**src/rtl/gpio_strap_pkg.sv**
```systemverilog
package gpio_strap_pkg;

    typedef enum logic [1:0] {
        ST_HELD = 2'd0,
        ST_FILL = 2'd1,
        ST_RUN  = 2'd2
    } boot_state_t;

    typedef struct packed {
        logic gpo_low_rst;   // output reset level is 0
        logic dual_is_out;   // dual-role pin acts as output
        logic io_soft;       // I/O pins under software control
    } strap_t;

endpackage

```
**src/rtl/gpio_sync.sv**
```systemverilog
module gpio_sync #(
    parameter int                WIDTH   = 1,
    parameter int                STAGES  = 2,
    parameter logic [WIDTH-1:0]  RST_VAL = '0
) (
    input  logic             clk,
    input  logic             rst_n,
    input  logic [WIDTH-1:0] d_i,
    output logic [WIDTH-1:0] q_o
);

    for (genvar s = 0; s < STAGES; s++) begin : g_stage
        logic [WIDTH-1:0] q;
        if (s == 0) begin : g_first
            always_ff @(posedge clk or negedge rst_n) begin
                if (!rst_n) q <= RST_VAL;
                else        q <= d_i;
            end
        end else begin : g_next
            always_ff @(posedge clk or negedge rst_n) begin
                if (!rst_n) q <= RST_VAL;
                else        q <= g_stage[s-1].q;
            end
        end
    end

    assign q_o = g_stage[STAGES-1].q;

endmodule

```
**src/rtl/gpio_strap_seq.sv**
```systemverilog
module gpio_strap_seq
    import gpio_strap_pkg::*;
#(
    parameter int SYNC_STAGES = 2
) (
    input  logic       clk,
    input  logic       rst_n,
    input  logic [2:0] strap_i,
    output strap_t     strap_q,
    output logic       run_o,
    output logic       capture_o
);

    localparam int                CNT_W     = $clog2(SYNC_STAGES + 1);
    localparam logic [CNT_W-1:0]  FILL_LAST = CNT_W'(SYNC_STAGES - 1);

    boot_state_t      state_q;
    boot_state_t      state_d;
    logic [CNT_W-1:0] fill_cnt_q;

    // State register
    always_ff @(posedge clk or negedge rst_n) begin
        if (!rst_n) begin
            state_q    <= ST_HELD;
            fill_cnt_q <= '0;
        end else begin
            state_q <= state_d;
            if (state_q == ST_FILL) fill_cnt_q <= fill_cnt_q + 1'b1;
            else                    fill_cnt_q <= '0;
        end
    end

    // Next state
    always_comb begin
        state_d = state_q;
        unique case (state_q)
            ST_HELD: state_d = ST_FILL;
            ST_FILL: state_d = (fill_cnt_q == FILL_LAST) ? ST_RUN : ST_FILL;
            ST_RUN:  state_d = ST_RUN;
            default: state_d = ST_HELD;
        endcase
    end

    // Outputs
    always_comb begin
        capture_o = (state_q == ST_HELD);
        run_o     = (state_q == ST_RUN);
    end

    // Strap latch: tracks the straps while held, frozen afterwards
    always_ff @(posedge clk) begin
        if (capture_o) strap_q <= strap_t'(strap_i);
    end

endmodule

```
**src/rtl/gpio_io_mux.sv**
```systemverilog
module gpio_io_mux #(
    parameter int NUM_IO = 4
) (
    input  logic              io_soft,
    input  logic [NUM_IO-1:0] io_dir,
    input  logic [NUM_IO-1:0] latch,
    input  logic [NUM_IO-1:0] alt_out,
    input  logic [NUM_IO-1:0] pin_sync,
    output logic [NUM_IO-1:0] io_out,
    output logic [NUM_IO-1:0] io_oe,
    output logic [NUM_IO-1:0] rd_bits
);

    for (genvar i = 0; i < NUM_IO; i++) begin : g_pin
        assign io_out[i]  = !io_soft ? alt_out[i] : (io_dir[i] & latch[i]);
        assign io_oe[i]   = !io_soft | io_dir[i];
        assign rd_bits[i] = (!io_soft | io_dir[i]) ? latch[i] : pin_sync[i];
    end

endmodule

```
**src/rtl/gpio_strap_ctrl.sv**
```systemverilog
module gpio_strap_ctrl
    import gpio_strap_pkg::*;
#(
    parameter int                ADDR_W      = 8,
    parameter int                DATA_W      = 8,
    parameter int                NUM_IO      = 4,
    parameter int                CTL_BIT     = 7,
    parameter int                SYNC_STAGES = 2,
    parameter logic [ADDR_W-1:0] REG_ADDR    = 8'h21
) (
    input  logic              clk,
    input  logic              rst_n,
    input  logic [2:0]        strap_i,
    input  logic [ADDR_W-1:0] bus_addr,
    input  logic              bus_wr,
    input  logic [DATA_W-1:0] bus_wdata,
    output logic [DATA_W-1:0] bus_rdata,
    input  logic [NUM_IO-1:0] io_dir,
    input  logic [NUM_IO-1:0] io_in,
    input  logic [NUM_IO-1:0] alt_out,
    output logic [NUM_IO-1:0] io_out,
    output logic [NUM_IO-1:0] io_oe,
    input  logic              dp_in,
    output logic              dp_out,
    output logic              dp_oe,
    output logic              suspend_req
);

    strap_t            strap_q;
    logic              in_run;
    logic              capture;
    logic              hit;
    logic              ctl_q;
    logic [NUM_IO-1:0] latch_q;
    logic [NUM_IO-1:0] io_sync;
    logic [NUM_IO-1:0] rd_bits;
    logic              dp_sync;
    logic              unused_wdata;

    assign unused_wdata = ^bus_wdata[CTL_BIT-1:NUM_IO];

    gpio_strap_seq #(.SYNC_STAGES(SYNC_STAGES)) u_seq (
        .clk       (clk),
        .rst_n     (rst_n),
        .strap_i   (strap_i),
        .strap_q   (strap_q),
        .run_o     (in_run),
        .capture_o (capture)
    );

    gpio_sync #(.WIDTH(NUM_IO), .STAGES(SYNC_STAGES), .RST_VAL('0)) u_io_sync (
        .clk   (clk),
        .rst_n (rst_n),
        .d_i   (io_in),
        .q_o   (io_sync)
    );

    gpio_sync #(.WIDTH(1), .STAGES(SYNC_STAGES), .RST_VAL(1'b1)) u_dp_sync (
        .clk   (clk),
        .rst_n (rst_n),
        .d_i   (dp_in),
        .q_o   (dp_sync)
    );

    assign hit = (bus_addr == REG_ADDR);

    always_ff @(posedge clk or negedge rst_n) begin
        if (!rst_n) begin
            ctl_q   <= 1'b0;
            latch_q <= '0;
        end else if (bus_wr && hit) begin
            ctl_q   <= bus_wdata[CTL_BIT];
            latch_q <= bus_wdata[NUM_IO-1:0];
        end
    end

    gpio_io_mux #(.NUM_IO(NUM_IO)) u_mux (
        .io_soft  (strap_q.io_soft),
        .io_dir   (io_dir),
        .latch    (latch_q),
        .alt_out  (alt_out),
        .pin_sync (io_sync),
        .io_out   (io_out),
        .io_oe    (io_oe),
        .rd_bits  (rd_bits)
    );

    always_comb begin
        if (strap_q.dual_is_out) begin
            dp_oe  = 1'b1;
            dp_out = (~strap_q.gpo_low_rst) ^ ctl_q;
        end else begin
            dp_oe  = 1'b0;
            dp_out = 1'b0;
        end
        suspend_req = !strap_q.dual_is_out && in_run && !dp_sync;
    end

    always_comb begin
        bus_rdata = '0;
        if (hit) begin
            bus_rdata[CTL_BIT]    = ctl_q;
            bus_rdata[NUM_IO-1:0] = rd_bits;
        end
    end

endmodule

```
**config.mk**
```make
export PLATFORM = sky130hd
export DESIGN_NAME = gpio_strap_ctrl
export DESIGN_NICKNAME = d
export VERILOG_FILES = /design/src/rtl/gpio_strap_pkg.sv /design/src/rtl/gpio_sync.sv /design/src/rtl/gpio_strap_seq.sv /design/src/rtl/gpio_io_mux.sv /design/src/rtl/gpio_strap_ctrl.sv
export SDC_FILE = /design/constraint.sdc
export NUM_CORES = 1
export LEC_CHECK = 0
export ABC_AREA = 1
export BUFFER_PORTS_ARGS = -buffer_cell sky130_fd_sc_hd__buf_2
export CORE_MARGIN = 10
export CORE_UTILIZATION = 46
export CTS_BUF_LIST = sky130_fd_sc_hd__clkbuf_8
export DETAILED_ROUTE_END_ITERATION = 16
export GPL_TIMING_DRIVEN = 0
export PLACE_DENSITY = 0.82
export SETUP_SLACK_MARGIN = 0.2
export SLEW_MARGIN = 15
export SYNTH_ARGS = -nofsm -noshare
export SYNTH_HDL_FRONTEND = slang
export SYNTH_SLANG_ARGS = --single-unit
```
**constraint.sdc**
```tcl
create_clock -name clk -period 1 [get_ports clk]
set_input_delay 0.2 -clock clk [delete_from_list [all_inputs] [get_ports clk]]
set_output_delay 0.2 -clock clk [all_outputs]
set_load 0.02 [all_outputs]
```
==> results.ini, run 1 <==
[outcome]
status = finished with violations
violations = negative setup slack

[grt]
grt_max_degree = 20
overflow = 0
grt_first_pass_wirelength_um = 4671
grt_pass1_vias = 1020
antenna_found_initial = 0
grt_usage_pct = 13.43

[clock_network]
cts_buffer_depth = 2
cts_root_buf = clkbuf_8
htreeDepth = 1
insertion_delay_ns = 0.26
cts_sinks = 22
tritoncts = built
cts_buffers = 3
path_clk_slew_ns = 0.08

[floorplan]
rows = 16
die_area_mm2 = 0.004504
coreArea_mm2 = 0.002042
die_x_um = 67.11
io_pins = 54
initial_core_util_pct = 50.00
die_h_um = 67.11

[timing]
finalCritPeriodShare_pct = 153.7
hold_viol_final = 0
slew_viol_final = 0
clock_skew_ns = 0.01096
setup_ws_ns = -0.5368
rsz0062_at_grt = true
setup_viol_count_final = 19
max_freq_ghz = 0.6507
period_needed_ns = 1.537
fin_setup_tns_ns = -6.238

[setup_path]
crit_path_max_fanout = 5
crit_path_end_kind = output pin
required_ns = 0.80
critical_path_class = flop to output pin
critPathLaunchType = flop
critPathArrivalTime_ns = 1.34

[routing]
drtAntennaViolNets = 0
routed-via-count = 982
routed_wl_um = 3216
top_layer_used = met4
drtIter0Drc = 27
first_pass_iters = 4
wl_met2_um = 1740
post-route-drc-count = 0
routedWlPerCell_um = 16.49
met1_length_um = 1049
viasPerCell = 5.036
dr_wl_met3_um = 314

[placement]
port_buffers = 47
hpwl_um = 2283
gp_congestion = 0.8047

[yosys]
ys_dominant_reg_cell = dfrtp_1
synth_cell_types = 22
synth-edff-count = 3
synth_top_area_share_pct = 41.67
synth_compound_area_share_pct = 5.392
synth_area_mm2 = 0.001021
synth.area.mux_share_pct = 0
ys_seq_area_share_pct = 55.64
synth_cells = 105
yosys-top-cells-count = nand2_1 (27), dfrtp_1 (17), inv_1 (14)
synth_xor_area_share_pct = 0
avgSynthCellArea_um2 = 9.724
synth.area.top_cells = dfrtp_1 (42%), nand2_1 (9.9%), edfxtp_1 (8.8%)
synth_adder_area_share_pct = 1.225
yosys_warnings = 0
ys_seq_elements = 22
yosysMostFrequentCell = nand2_1
synthArstFlopShare_pct = 86.36
yosys.area.top_type = dfrtp_1
synthSimpleGateAreaFrac_pct = 28.92
synth_top_family_by_area = simple AND/OR/NAND/NOR gates

[flow_run]
cap_violations = 0

[finish]
syn_to_final_growth_pct = 75.61
drive_above_1_share_pct = 64.88
layout.nets = 205
antenna_cells = 0
final_util_pct = 87.81

[pwr]
power.leakage_uw = 0.0008708
powerDensity_mw_per_mm2 = 1144
ir_worst_vdd_mv = 1.532

[hold_path]
min_path_type = input port to flop

[critical path, stage by stage, from the launching register on]
cell      delay [ns]
edfxtp_1        0.49
buf_6           0.20
inv_2           0.08
nand2_1         0.10
nand2_2         0.08
buf_6           0.11
[logic make-up after synthesis]
kind of cell | count (synthesis)
AO/OA/AOI/OAI | 8
adder cells (fa/ha/maj) | 1
buffers and inverters | 19
flip-flops | 22
other | 1
AND/OR/NAND/NOR | 54
[routing by layer]
layer,track usage (%),vias up
met5,0,-
met4,4.615,0
met3,4.348,10
met2,25.95,46
met1,12.93,473
li1,-,453
[worst paths after layout]
kind,from,to,slack [ns],cells past startpoint
setup / recovery,u_seq.strap_q[0],io_out[2],-0.54,5
hold / removal,io_in[0],u_io_sync.g_stage[0].q[0],0.04,1
setup reg to reg,u_seq.state_q[0],u_seq.strap_q[0],-0.05,3
hold reg to reg,u_io_sync.g_stage[0].q[1],u_io_sync.q_o[1],0.34,0
max in group asynchronous,rst_n,u_dp_sync.g_stage[0].q,0.28,2
min in group asynchronous,rst_n,u_seq.fill_cnt_q[0],0.39,2
[per-stage QoR]
stage | hold WS [ns] | cells | total power (uW) | worst slack (ns) | instance area [um^2]
after floorplan | -0.09559 | 107 | 1096 | -0.1383 | 1187
final | 0.03621 | 195 | 2051 | -0.5368 | 1793
after global placement | 0.1358 | 181 | 1199 | -0.2649 | 1456
after detailed placement | 0.1468 | 181 | 1212 | -0.2828 | 1456
after global routing | 0.02301 | 195 | 2134 | -0.5897 | 1793
after CTS | 0.03235 | 191 | 2043 | -0.4785 | 1713
[power breakdown]
part / internal [uW] / switching (uW)
registers: 940 / 25.2
logic: 120 / 156
clock network: 535 / 275
[sequential cells by signal, summed over array words and instances (netlist names)]
signal	cells
u_seq.state_q	2
u_dp_sync.g_stage.q	1
u_seq.fill_cnt_q	2
ctl_q	1
u_seq.strap_q	3
latch_q	4
u_io_sync.q_o	4
u_dp_sync.q_o	1
u_io_sync.g_stage.q	4
[cell usage in the layout, fill, tap and decap left out, types with 3 or more instances in the layout]
master	instances
buf_4	12
conb_1	3
nand3_1	4
buf_2	29
nand4_1	5
clkbuf_8	3
nand2_2	5
buf_6	19
nand3_4	5
nand2_4	5
dfrtp_1	16
edfxtp_1	3
a21oi_4	4
inv_2	4
inv_1	6
nand2_1	20
[what timing repair did]
| item | in CTS | in global routing |
|---|---|---|
| setup buffers | 4 | 4 |
| setup endpoints to repair | 22 | 27 |
| pin swaps | 8 | 4 |
| gates cloned | 1 | 0 |
| hold buffers | 1 | 0 |
| endpoints found under the hold margin | 17 | 0 |
| resized for setup | 43 | 13 |
[area by class of cell]
type | count | area [um^2]
Buffer | 4 | 33.78
Clock buffer | 3 | 41.29
Clock inverter | 1 | 30.03
Fill cell | 106 | 249.0
Inverter | 15 | 95.09
Multi-Input combinational cell | 66 | 564.3
Sequential cell | 22 | 569.3
Tap cell | 27 | 33.78
Timing Repair Buffer | 57 | 425.4
Note: power is estimated with default switching activity, not from simulation.
==> run 2: changes to the inputs <==
--- a/config.mk
+++ b/config.mk
@@ -7,14 +7,15 @@
 export LEC_CHECK = 0
 export ABC_AREA = 1
 export BUFFER_PORTS_ARGS = -buffer_cell sky130_fd_sc_hd__buf_2
-export CORE_MARGIN = 10
-export CORE_UTILIZATION = 46
+export CORE_MARGIN = 2
+export CORE_UTILIZATION = 45
 export CTS_BUF_LIST = sky130_fd_sc_hd__clkbuf_8
 export DETAILED_ROUTE_END_ITERATION = 16
 export GPL_TIMING_DRIVEN = 0
-export PLACE_DENSITY = 0.82
+export PLACE_DENSITY = 0.8
 export SETUP_SLACK_MARGIN = 0.2
 export SLEW_MARGIN = 15
 export SYNTH_ARGS = -nofsm -noshare
 export SYNTH_HDL_FRONTEND = slang
+export SYNTH_HIERARCHICAL = 1
 export SYNTH_SLANG_ARGS = --single-unit
==> run 2 against run 1 <==
The run still ends with negative setup slack left. First-iteration DRC count down 52%. Final cell count up 8.2%. Via count grew 1.6%. Die area is 42% lower. Clock skew fell by 0.0019 ns. Sequential share of layout area is 0.067 points higher. Count of clock-buffer cells in the layout stayed put. Non-clock buffer count grew 2. Critical path depth rose by 2. Maximum frequency up 2.9%. Critical endpoint is now bus_rdata[2]. Largest cell class unchanged. Largest power group unchanged. Highest routed layer unchanged.
==> results.ini, run 2 <==
[timing]
hold_viol_final = 0  ; unchanged
setup_viol_count_final = 19  ; unchanged
max_freq_ghz = 0.6695  ; was 0.6507 GHz
finalCritPeriodShare_pct = 149.4  ; was 153.7%
setup_ws_ns = -0.4937  ; was -0.5368 ns
rsz0062_at_grt = true  ; unchanged
clock_skew_ns = 0.009056  ; was 0.01096 ns
slew_viol_final = 0  ; unchanged
period_needed_ns = 1.494  ; was 1.537 ns

[clock_network]
cts_root_buf = clkbuf_8  ; unchanged
path_clk_slew_ns = 0.08  ; about the same
tritoncts = built  ; unchanged
insertion_delay_ns = 0.26  ; about the same
cts_buffers = 3  ; unchanged
cts_sinks = 22  ; unchanged
cts_buffer_depth = 2  ; unchanged
htreeDepth = 1  ; unchanged

[yosys]
synth_cell_types = 18  ; was 22
synth-edff-count = 3  ; unchanged
synthArstFlopShare_pct = 86.36  ; unchanged
synth_compound_area_share_pct = 3.496  ; was 5.392%
synth.area.top_cells = dfrtp_1 (42%), nand2_1 (10%), edfxtp_1 (9.0%)  ; was dfrtp_1 (42%), nand2_1 (9.9%), edfxtp_1 (8.8%)
yosysMostFrequentCell = nand2_1  ; unchanged
synth_top_area_share_pct = 42.45  ; was 41.67%
synth_xor_area_share_pct = 0  ; unchanged
synth_top_family_by_area = simple AND/OR/NAND/NOR gates  ; unchanged
synth.area.mux_share_pct = 0  ; unchanged
yosys_warnings = 6  ; was 0
yosys.area.top_type = dfrtp_1  ; unchanged
ys_dominant_reg_cell = dfrtp_1  ; unchanged
synth_area_mm2 = 0.001002  ; was 0.001021 mm^2
synth_adder_area_share_pct = 1.248  ; was 1.225%
avgSynthCellArea_um2 = 8.493  ; was 9.724 um^2
ys_seq_elements = 22  ; unchanged
synthSimpleGateAreaFrac_pct = 25.84  ; was 28.92%
synth_cells = 118  ; was 105
yosys-top-cells-count = nand2_1 (28), inv_1 (23), dfrtp_1 (17)  ; was nand2_1 (27), dfrtp_1 (17), inv_1 (14)
ys_seq_area_share_pct = 56.68  ; was 55.64%

[finish]
syn_to_final_growth_pct = 78.53  ; was 75.61%
antenna_cells = 0  ; unchanged
drive_above_1_share_pct = 64.48  ; was 64.88%
most-common-layout-cells = buf_2 (28), buf_6 (25), nand2_1 (19), dfrtp_1 (16), inv_1 (14)  ; was buf_2 (29), nand2_1 (20), buf_6 (19), dfrtp_1 (16), buf_4 (12)
final_util_pct = 83.28  ; was 87.81%
layout_commonest_cell = buf_2  ; unchanged
layout.nets = 220  ; was 205

[flow_run]
cap_violations = 0  ; unchanged

[routing]
routed-via-count = 998  ; was 982
first_pass_iters = 4  ; unchanged
viasPerCell = 4.730  ; was 5.036
post-route-drc-count = 0  ; unchanged
drtAntennaViolNets = 0  ; unchanged
routedWlPerCell_um = 13.55  ; was 16.49 um
drtIter0Drc = 13  ; was 27
routed_wl_um = 2859  ; was 3216 um

[placement]
preCtsSetupSlack_ns = -0.3500  ; was -0.2828 ns
hpwl_um = 1694  ; was 2283 um
gp_congestion = 0.7060  ; was 0.8047
port_buffers = 47  ; unchanged

[grt]
grt_usage_pct = 19.37  ; was 13.43%
grt_first_pass_wirelength_um = 3746  ; was 4671 um
grt_pass1_vias = 945  ; was 1020
overflow = 0  ; unchanged
grt_max_degree = 20  ; unchanged
antenna_found_initial = 0  ; unchanged

[setup_path]
crit_path_max_fanout = 3  ; was 5
critical_path_class = flop to output pin  ; unchanged
critPathArrivalTime_ns = 1.29  ; was 1.34 ns
required_ns = 0.80  ; about the same
crit_path_end_kind = output pin  ; unchanged
critPathLaunchType = flop  ; unchanged

[floorplan]
coreArea_mm2 = 0.002148  ; was 0.002042 mm^2
rows = 17  ; was 16
io_pins = 54  ; unchanged
initial_core_util_pct = 46.65  ; was 50.00%
die_area_mm2 = 0.002620  ; was 0.004504 mm^2
die_x_um = 51.19  ; was 67.11 um
die_h_um = 51.19  ; was 67.11 um

[outcome]
status = finished with violations  ; unchanged
violations = negative setup slack  ; unchanged

[hold_path]
min_path_type = input port to flop  ; unchanged

[pwr]
power.leakage_uw = 0.0009007  ; was 0.0008708 uW
powerDensity_mw_per_mm2 = 1133  ; was 1144 mW/mm^2
ir_worst_vdd_mv = 1.664  ; was 1.532 mV
power_uw = 2027  ; was 2051 uW

-- run 2: worst max-delay path, cell delays in order (launching register included) --
cell and delay, ns:
edfxtp_1 0.45, buf_6 0.17, nand2_4 0.05, nand2_1 0.04, nand2_1 0.07, inv_2 0.05
nor2_4 0.08, buf_6 0.12
-- run 2: kinds of logic after synthesis --
family | count (synthesis)
DFF | 22
and+or+nand+nor | 59
AOI/OAI and AO/OA | 7
buffers and inverters | 28
adders and majority gates | 1
other | 1
-- run 2: worst paths after layout --
kind,cells past startpoint,from,slack [ns],end
worst max-delay path,7,u_seq/strap_q[0],-0.49,bus_rdata[2]
worst min-delay path,1,io_in[3],0.03,u_io_sync/g_stage[0].q[3]
worst max register to register,3,u_seq/state_q[0],-0.03,u_seq/strap_q[0]
worst min register to register,0,u_io_sync/g_stage[0].q[3],0.36,u_io_sync/q_o[3]
max in group asynchronous,2,rst_n,0.37,u_dp_sync/g_stage[0].q
min in group asynchronous,2,rst_n,0.36,u_io_sync/g_stage[0].q[2]
-- run 2: layout make-up --
type	instances	area, um^2
Timing Repair Buffer	59	465.4
Fill cell	118	359.1
Multi-Input combinational cell	70	509.2
Sequential cell	22	569.3
Buffer	4	33.78
Inverter	24	105.1
Clock inverter	1	30.03
Tap cell	28	35.03
Clock buffer	3	41.29
-- run 2: where the power goes --
part,leakage [uW],switching (uW),internal (uW),total (uW)
clock network,0.0000357,290,535,824
registers,0.000259,21.0,940,961
logic,0.000606,134,109,242
total,0.000901,444,1580,2030
-- run 2: per-layer routing --
metal / wire (um) / vias up / GRT usage [%]
met5: 0 / - / 0
met4: 34 / 0 / 5.405
met3: 135 / 4 / 2.924
met2: 1699 / 32 / 40.04
met1: 990 / 481 / 19.34
li1: - / 481 / -
-- run 2: repair_timing --
| action | CTS | global route |
|---|---|---|
| endpoints found under the hold margin | 17 | 0 |
| endpoints found under the setup margin | 22 | 30 |
| pin swaps | 10 | 10 |
| gates resized for setup | 38 | 35 |
| setup buffers | 5 | 6 |
| hold buffers | 1 | 0 |
-- run 2: metrics by stage --
stage | instance area [um^2] | hold WS, ns | TNS [ns] | cells
2_1_floorplan | 1107 | -0.09559 | -1.192 | 120
3_3_place_gp | 1378 | 0.1395 | -2.272 | 195
3_5_place_dp | 1378 | 0.1461 | -2.491 | 195
4_1_cts | 1622 | 0.03669 | -5.231 | 205
5_1_grt | 1789 | 0.02710 | -6.503 | 211
6_report | 1789 | 0.03244 | -5.547 | 211
